--- src/rtl/gpio_res_pkg.sv ---
package gpio_res_pkg;
  // internal drive of one pin
  typedef struct packed {
    logic lvl;
    logic en;
  } pin_drive_t;
endpackage

--- src/rtl/gpio_drive_bit.sv ---
module gpio_drive_bit
  import gpio_res_pkg::*;
(
  input  logic       dout,
  input  logic       pol,
  input  logic       oe,
  input  logic       odrain,
  output pin_drive_t drv
);
  always_comb begin
    drv.lvl = dout ^ pol;
    drv.en  = oe & ~(odrain & drv.lvl);
  end
endmodule

--- src/rtl/gpio_pin_merge.sv ---
module gpio_pin_merge #(
  parameter int NPINS = 32
) (
  input  logic [NPINS-1:0] int_lvl,
  input  logic [NPINS-1:0] int_en,
  input  logic [NPINS-1:0] ext_drv,
  input  logic [NPINS-1:0] ext_lvl,
  input  logic [NPINS-1:0] pull_up,
  input  logic [NPINS-1:0] pull_dn,
  output logic [NPINS-1:0] lvl,
  output logic [NPINS-1:0] undef,
  output logic [NPINS-1:0] conflict
);
  logic [NPINS-1:0] floating;

  always_comb begin
    floating = ~(int_en | ext_drv);
    conflict = int_en & ext_drv & (int_lvl ^ ext_lvl);
    lvl      = (ext_lvl & ext_drv) | (int_lvl & int_en) | (floating & pull_up);
    undef    = conflict | (floating & ~(pull_up | pull_dn));
  end
endmodule

--- src/rtl/gpio_din_capture.sv ---
module gpio_din_capture #(
  parameter int NPINS = 32
) (
  input  logic             clk,
  input  logic             rst_n,
  input  logic [NPINS-1:0] lvl,
  input  logic [NPINS-1:0] in_en,
  input  logic [NPINS-1:0] pol,
  output logic [NPINS-1:0] din,
  output logic [NPINS-1:0] chg
);
  logic [NPINS-1:0] din_nxt;
  logic             primed;

  assign din_nxt = (lvl & in_en) ^ pol;

  always_ff @(posedge clk) begin
    if (!rst_n) begin
      din    <= '0;
      chg    <= '0;
      primed <= 1'b0;
    end else begin
      din    <= din_nxt;
      chg    <= primed ? (din ^ din_nxt) : '0;
      primed <= 1'b1;
    end
  end

  // change vector equals old^new of din once primed
  p_chg_xor_r8: assert property (@(posedge clk) disable iff (!rst_n)
    primed |=> (chg == ($past(din) ^ din)));

  // first update after reset reports no change
  p_first_quiet_r9: assert property (@(posedge clk) disable iff (!rst_n)
    $rose(primed) |-> (chg == '0));

  // din follows masked, polarity-corrected level
  p_din_follow_r7: assert property (@(posedge clk) disable iff (!rst_n)
    rst_n |=> (din == $past((lvl & in_en) ^ pol)));
endmodule

--- src/rtl/gpio_pin_resolver.sv ---
module gpio_pin_resolver
  import gpio_res_pkg::*;
#(
  parameter int NPINS = 32
) (
  input  logic             clk,
  input  logic             rst_n,
  input  logic [NPINS-1:0] cfg_dout,
  input  logic [NPINS-1:0] cfg_pol,
  input  logic [NPINS-1:0] cfg_oe,
  input  logic [NPINS-1:0] cfg_odrain,
  input  logic [NPINS-1:0] cfg_pull_up,
  input  logic [NPINS-1:0] cfg_pull_dn,
  input  logic [NPINS-1:0] cfg_in_en,
  input  logic [NPINS-1:0] ext_drv,
  input  logic [NPINS-1:0] ext_lvl,
  output logic [NPINS-1:0] pin_lvl,
  output logic [NPINS-1:0] pin_undef,
  output logic [NPINS-1:0] pin_conflict,
  output logic [NPINS-1:0] din,
  output logic [NPINS-1:0] din_chg
);
  pin_drive_t       drv [NPINS];
  logic [NPINS-1:0] int_lvl;
  logic [NPINS-1:0] int_en;

  for (genvar i = 0; i < NPINS; i++) begin : g_pin
    gpio_drive_bit u_drv (
      .dout   (cfg_dout[i]),
      .pol    (cfg_pol[i]),
      .oe     (cfg_oe[i]),
      .odrain (cfg_odrain[i]),
      .drv    (drv[i])
    );
    assign int_lvl[i] = drv[i].lvl;
    assign int_en[i]  = drv[i].en;
  end

  gpio_pin_merge #(.NPINS(NPINS)) u_merge (
    .int_lvl  (int_lvl),
    .int_en   (int_en),
    .ext_drv  (ext_drv),
    .ext_lvl  (ext_lvl),
    .pull_up  (cfg_pull_up),
    .pull_dn  (cfg_pull_dn),
    .lvl      (pin_lvl),
    .undef    (pin_undef),
    .conflict (pin_conflict)
  );

  gpio_din_capture #(.NPINS(NPINS)) u_din (
    .clk   (clk),
    .rst_n (rst_n),
    .lvl   (pin_lvl),
    .in_en (cfg_in_en),
    .pol   (cfg_pol),
    .din   (din),
    .chg   (din_chg)
  );

  // every contended pin is also undefined
  p_conflict_undef_r6: assert property (@(posedge clk) disable iff (!rst_n)
    (pin_conflict & ~pin_undef) == '0);

  // contention needs an external driver
  p_conflict_ext_r3: assert property (@(posedge clk) disable iff (!rst_n)
    (pin_conflict & ~ext_drv) == '0);

  // floating pin with pull-up reads high
  p_pullup_high_r5: assert property (@(posedge clk) disable iff (!rst_n)
    (~ext_drv & ~cfg_oe & cfg_pull_up & ~pin_lvl) == '0);

  // open-drain pin never drives high into a low external level
  p_odrain_r2: assert property (@(posedge clk) disable iff (!rst_n)
    (cfg_odrain & ext_drv & ~ext_lvl & pin_conflict) == '0);
endmodule

--- config.mk ---
export PLATFORM = sky130hd
export DESIGN_NAME = gpio_pin_resolver
export DESIGN_NICKNAME = d
export VERILOG_FILES = /design/src/rtl/gpio_res_pkg.sv /design/src/rtl/gpio_drive_bit.sv /design/src/rtl/gpio_pin_merge.sv /design/src/rtl/gpio_din_capture.sv /design/src/rtl/gpio_pin_resolver.sv
export SDC_FILE = /design/constraint.sdc
export NUM_CORES = 1
export LEC_CHECK = 0
export BUFFER_PORTS_ARGS = -buffer_cell sky130_fd_sc_hd__buf_2
export CORE_AREA = 2 2 175 177
export DETAILED_ROUTE_END_ITERATION = 8
export DIE_AREA = 0 0 177 179
export PLACE_DENSITY = 0.47
export SLEW_MARGIN = 20
export SYNTH_ARGS = -nofsm -noshare
export SYNTH_HDL_FRONTEND = slang
export SYNTH_SLANG_ARGS = --single-unit
--- constraint.sdc ---
create_clock -name clk -period 1.7 [get_ports clk]
set_input_delay 0.255 -clock clk [delete_from_list [all_inputs] [get_ports clk]]
set_output_delay 0.255 -clock clk [all_outputs]
set_load 0.02 [all_outputs]
==> results of run 1 <==
## where the power goes
part / internal (mW) / switching (mW) / leakage (nW)
Sequential: 1.64 / 0.0596 / 0.538
Combinational: 1.01 / 1.49 / 4.42
Clock: 1.44 / 0.773 / 0.163
Total: 4.09 / 2.32 / 5.13
## layer usage
| layer | global-route usage, % | share of wire [%] | vias up |
|---|---|---|---|
| met4 | 3.41 | 1.2 | 0 |
| met5 | 0 | 0 | - |
| li1 | - | - | 4542 |
| met1 | 18.9 | 42 | 3968 |
| met2 | 27.9 | 48 | 297 |
| met3 | 4.90 | 8.4 | 19 |
## critical path, delay by kind of cell
family / cells / cell delay (ns)
AO/OA/AOI/OAI: 1 / 0.14
XOR/XNOR: 1 / 0.17
AND/OR/NAND/NOR: 2 / 0.43
buffers and inverters: 3 / 0.37
## sequential cells by signal, indices dropped and copies added, names as in the netlist
register and cells:
u_din.chg 32, u_din.din 32, u_din.primed 1
## layout make-up
cell class / count / share of cell area [%]
Inverter: 42 / 1.60
Multi-Input combinational cell: 873 / 52.6
Clock inverter: 6 / 1.17
Antenna cell: 1 / 0.0254
Sequential cell: 65 / 13.2
Clock buffer: 10 / 2.33
Timing Repair Buffer: 460 / 24.0
Tap cell: 396 / 5.04
## placed cells by master (no fill, tap or decap), types with 5 or more instances in the layout
master     count
and4_1        12
nand2b_2      16
or4_1         16
o21a_1        16
nor3_1        60
o21ai_0       44
nor2_1        82
o21bai_1      11
a21o_1        57
nand3b_1      21
o31ai_1       17
nand2b_1      53
and3b_1       11
and2_1         5
nor4b_1       16
buf_2        447
dfxtp_1       65
a21oi_1      141
clkbuf_16      9
nand2_1      142
buf_4         10
nand3_1       38
a31oi_1       11
xnor2_1       24
inv_1         42
nor2b_1        6
mux2i_1        5
a41o_1        11
## through the flow
| step | worst slack, ns | instances | total power [mW] | instance area (sq um) | hold slack (ns) |
|---|---|---|---|---|---|
| 3_5_place_dp | 0.0689 | 1836 | 4.22 | 9420 | 0.458 |
| 3_3_place_gp | 0.0756 | 1836 | 4.21 | 9420 | 0.450 |
| 6_report | 0.0908 | 1853 | 6.41 | 9840 | 0.319 |
| 2_1_floorplan | 0.100 | 987 | 3.11 | 6600 | 0.283 |
| 5_1_grt | 0.00204 | 1853 | 6.86 | 9840 | 0.316 |
| 4_1_cts | 0.0624 | 1852 | 6.51 | 9770 | 0.290 |
## worst max path at each step
stage	from	to	slack, ns	depth (start not counted)
floorplan	cfg_pol[29]	pin_undef[29]	0.10	5
global placement	cfg_pol[27]	pin_undef[27]	0.08	7
detailed placement	cfg_pol[29]	pin_undef[29]	0.07	7
CTS	cfg_pol[29]	pin_undef[29]	0.06	7
global route	cfg_pol[30]	pin_undef[30]	0.002	7
finish	cfg_pol[27]	pin_undef[27]	0.09	7
## logic make-up after synthesis
kind of cell              after synthesis  share of synthesized area, %
AOI/OAI and AO/OA                     342                          33.1
xor gates and xnor gates               32                          4.25
buffers and inverters                  49                          2.79
DFF                                    65                          19.7
muxes                                   5                         0.759
and+or+nand+nor                       494                          39.4
## what timing repair did
| item | CTS | global route |
|---|---|---|
| setup buffers | 0 | 0 |
| endpoints found under the setup margin | 0 | 8 |
| resized for setup | 0 | 12 |
==> summary.md, run 1 <==
| Metric | Value |
|---|---|
| Top post-synthesis cells by area | `dfxtp_1, a21oi_1, nand2_1, a21o_1, nand2b_1` |
| Fmax | `slightly above 0.6 GHz` |
| DRT antenna net count | `0` |
| Pins Over Slew Limit | `0` |
| CP Class | `in2out` |
| Net Count, Synth | `1277` |
| Core Box Area | `0.0300 sq mm` |
| Worst-path clk slew | `0.06 ns` |
| HP Start | `cfg_in_en[5]` |
| Crit Reg-Reg Endpoint | `u_din.chg[2]` |
| Clk sinks | `65` |
| Vias in the first global route | `~8000` |
| Fraction of layout cells with a size suffix above 1 | `between 30% and 40%` |
| Skew-Pair Late Insertion Delay | `0.33 ns` |
| Largest net degree at the start of global routing | `34` |
| TritonCTS Buffers | `9` |
| Final wirelength | `26.9 mm` |
| Routed WL per cell | `around 15 um` |
| Worst Path Arrival | `1.35 ns` |
| Main synth FF type | `dfxtp_1` |
| Share of Yosys cell area claimed by the top area cell type | `19.7%` |
| Fin Clk Skew | `0.00863 ns` |
| Num rows | `64` |
| Pwr Density | `652 mW/mm^2` |
| Area leader, netlist | `dfxtp_1` |
| Top cells by count, synth | `nand2_1, a21oi_1, nor2_1` |
| # hold bufs at CTS | `0` |
| Depth of the worst register-to-register path | `5` |
| Final hold violation count | `0` |
| CP endpoint kind | `primary output` |
| Worst vdd ir | `0.437 mV` |
| DIE HEIGHT | `roughly 180 um` |
| # fillers | `3322` |
| FF+latch area | `between 0.001 and 0.0015 sq mm` |
| Ys async rst share | `0%` |
| Synth cell types | `44` |
| Initial antenna violation count | `1` |
| Total track usage | `15.9%` |
| Share of the yosys chip area belonging to registers | `19.7%` |
| Number of synthesized register bits | `65` |
| Min Tclk post-route | `1.61 ns` |
| Worst-Margin Slew | `0.415 ns` |
| Hold Crit Depth | `3` |
| Cells after synthesis | `around 990` |
| Ys Warns | `0` |
| RSZ-0062 raised after global routing | `no` |
| Req. time, crit path | `1.44 ns` |
| Most common cell in the netlist | `nand2_1` |
| CP max stage delay | `roughly 0.32 ns` |
| CP most frequent cell | `buf_2` |
| Setup TNS | `0 ns` |
| Die width | `177 um` |
| Startpoint types | `input pin` |
| CTS H-tree lvls | `3` |
| CTS Root Cell | `clkbuf_16` |
| Synth-to-layout area growth | `49.2%` |
| Final Setup Violations | `0` |
| Initial DRT Pass Iterations | `4` |
| Slew HR | `72.2%` |
| Worst reg2reg path startpoint | `u_din.primed` |
| Reg2reg setup slack | `0.38 ns` |
| Crit share post-route | `94.7%` |
| Pleak | `5.13 nW` |
| Status | `finished clean` |
| Total Nets Final | `1741` |
| Routability cong. | `0.874` |
| Maxcap violations | `0` |
| Number of synthesized flops with an enable pin | `0` |
| Min-Delay Endpoint | `u_din.chg[5]` |
| # IOs | `450` |
| Total gr overflow | `0` |
| DR vias | `8826` |
| Clock buffer depth | `2` |
| Die ar. | `0.0317 sq mm` |
| Area of the multi-input gates | `0.00518 sq mm` |
| Critical-path top delay cell | `or3_1` |
| CTS tree | `yes` |
| Crit-path cells | `buf_2 -> xor2_2 -> inv_1 -> or3_1 -> a21oi_2 -> or2_1 -> buf_2` |
| Drt via density | `between 4 and 5` |
| Initial Utilization | `22.0%` |
| Post-DP HPWL | `23.0 mm` |
| # DRC | `0` |
| Avg Inst Size Synth | `6.68 sq um` |
| Synth Cell Area | `between 0.006 and 0.007 sq mm` |
| First-pass GRT wire length | `40.6 mm` |
| Max FO, Critical Path | `5` |
| Final Util | `32.8%` |
| I/O Buffers | `between 400 and 500` |
| Min-Delay Path Class | `in2reg` |
| Starting DRT DRC Count | `240` |
(Power assumes the default switching activity.)
==> run 2, diff against run 1 <==
REMOVE_ABC_BUFFERS = 1   (was unset)
==> summary.md, run 2 (synthesis gave the netlist of run 1 again) <==
| Metric | Value |
|---|---|
| Status | `finished clean` |
| TritonCTS Buffers | `9` |
| Pre-CTS setup slack | `-0.0162 ns` |
| CP endpoint kind | `primary output` |
| Area of placed instances | `0.00939 sq mm` |
| RSZ-0062 raised after global routing | `yes` |
| Clock buffer depth | `2` |
| Total Nets Final | `1738` |
| Pwr Density | `639 mW/mm^2` |
| Routed WL per cell | `14.3 um` |
| Commonest non-fill, non-tap cell in the layout | `buf_2` |
| Clk sinks | `65` |
| Worst-path clk slew | `roughly 0.06 ns` |
| # fillers | `3368` |
| First-pass GRT wire length | `40.1 mm` |
| Skew-Pair Late Insertion Delay | `0.34 ns` |
| Fmax | `0.616 GHz` |
| Synth-to-layout area growth | `48.0%` |
| Drt via density | `4.77` |
| Num rows | `64` |
| # Post-CTS Setup Buffers | `0` |
| Pleak | `slightly above 5 nW` |
| # IOs | `450` |
| Min Tclk post-route | `1.62 ns` |
| # DRC | `0` |
| I/O Buffers | `449` |
| Total track usage | `15.5%` |
| Most frequent cells in the layout | `buf_2, nand2_1, a21oi_1, nor2_1, dfxtp_1` |
| Initial DRT Pass Iterations | `4` |
| Startpoint types | `input pin` |
| Max FO, Critical Path | `5` |
| Final wirelength | `between 20 and 30 mm` |
| Worst vdd ir | `0.349 mV` |
| CP Class | `in2out` |
| FF+latch area | `between 0.001 and 0.0015 sq mm` |
| Initial antenna violation count | `4` |
| Initial Utilization | `22.0%` |
| DRT antenna net count | `0` |
| CTS tree | `yes` |
| Die ar. | `0.0317 sq mm` |
| Slew HR | `68.3%` |
| Sw power | `2.28 mW` |
| Worst-Margin Slew | `0.476 ns` |
| Pins Over Slew Limit | `0` |
| Crit share post-route | `95.5%` |
| Reg2reg setup slack | `0.44 ns` |
| Fin Clk Skew | `about 0.0086 ns` |
| # hold bufs at CTS | `0` |
| DR vias | `8840` |
| Starting DRT DRC Count | `about 340` |
| Worst Path Arrival | `1.37 ns` |
| Largest registers | `u_din.chg (32), u_din.din (32), u_din.primed (1)` |
| Post-DP HPWL | `about 22 mm` |
| Min-Delay Path Class | `in2reg` |
| CTS H-tree lvls | `3` |
| Final Worst Setup Slack | `0.0773 ns` |
| Core Box Area | `0.0300 sq mm` |
| Largest net degree at the start of global routing | `35` |
| Maxcap violations | `0` |
| Internal | `3.97 mW` |
| Clock power share | `33.3%` |
| Final Setup Violations | `0` |
| Die width | `177 um` |
| Fraction of layout cells with a size suffix above 1 | `roughly a third` |
| DIE HEIGHT | `179 um` |
| Routability cong. | `0.857` |
| Comb power frac | `39.5%` |
| CTS Root Cell | `clkbuf_16` |
| Req. time, crit path | `1.44 ns` |
| Final hold violation count | `0` |
| Area of the multi-input gates | `0.00515 sq mm` |
| Sequential Power Share | `27.2%` |
| Total gr overflow | `0` |
| Sw Ratio | `36.5%` |
| Vias in the first global route | `a little over 8000` |
| Final instance area | `between 0.009 and 0.01 sq mm` |
==> run 2: cell types whose count changed in the layout (fill, tap and decap cells not counted), moves of 2 or more <==
cell / delta
diode_2: +2
xnor2_1: +3
buf_4: -3
buf_2: +2
xnor2_2: -3
==> run 2: worst paths after layout <==
check                     start       endpoint  cells after the start
hold reg to reg   u_din.din[30]  u_din.chg[30]                      2
setup / recovery    cfg_pol[29]  pin_undef[29]                      7
hold / removal      cfg_pol[30]  u_din.chg[30]                      3
setup reg to reg   u_din.primed  u_din.chg[29]                      4
==> run 2: repair_timing <==
action / CTS / global route
pin swaps: 0 / 1
hold endpoints to repair: 0 / 0
endpoints found under the setup margin: 2 / 5
gates resized for setup: 1 / 6
==> run 2: final cells by class <==
class / count / share of cell area [%]
multi-input combinational: 873 / 52.8
timing repair buffer: 457 / 23.8
sequential: 65 / 13.3
tap: 396 / 5.07
inverter: 42 / 1.61
clock buffer: 10 / 2.45
antenna: 3 / 0.0769
clock inverter: 6 / 0.923
==> run 2: critical path, cell delays in order <==
cell     delay (ns)
buf_2          0.14
xor2_2         0.18
inv_1          0.07
or3_1          0.33
a21oi_2        0.14
or2_1          0.11
buf_2          0.15
==> run 2: power groups by stage <==
| stage | Combinational (mW) | Clock [mW] | Sequential [mW] |
|---|---|---|---|
| global route | 2.73 | 2.21 | 1.71 |
| floorplan | 1.23 | 0 | 1.87 |
| CTS | 2.47 | 2.16 | 1.70 |
| global placement | 2.45 | 0 | 1.73 |
| detailed placement | 2.46 | 0 | 1.73 |
| finish | 2.47 | 2.08 | 1.70 |
==> run 2: per-stage QoR <==
step / hold WS, ns / TNS [ns] / util (%) / cells / power (mW)
4_1_cts: 0.283 / 0 / 32.4 / 1849 / 6.34
6_report: 0.319 / 0 / 32.5 / 1852 / 6.24
3_3_place_gp: 0.450 / 0 / 31.3 / 1833 / 4.18
3_5_place_dp: 0.463 / -0.0162 / 31.3 / 1833 / 4.19
5_1_grt: 0.331 / -0.0271 / 32.5 / 1851 / 6.65
2_1_floorplan: 0.283 / 0 / - / 980 / 3.10
==> run 2: layer usage <==
layer	up-vias	wire length, um	track usage [%]
met5	-	13	0
li1	4540	-	-
met1	3999	11100	18.2
met4	2	465	4.92
met3	28	1990	3.86
met2	271	12900	27.7
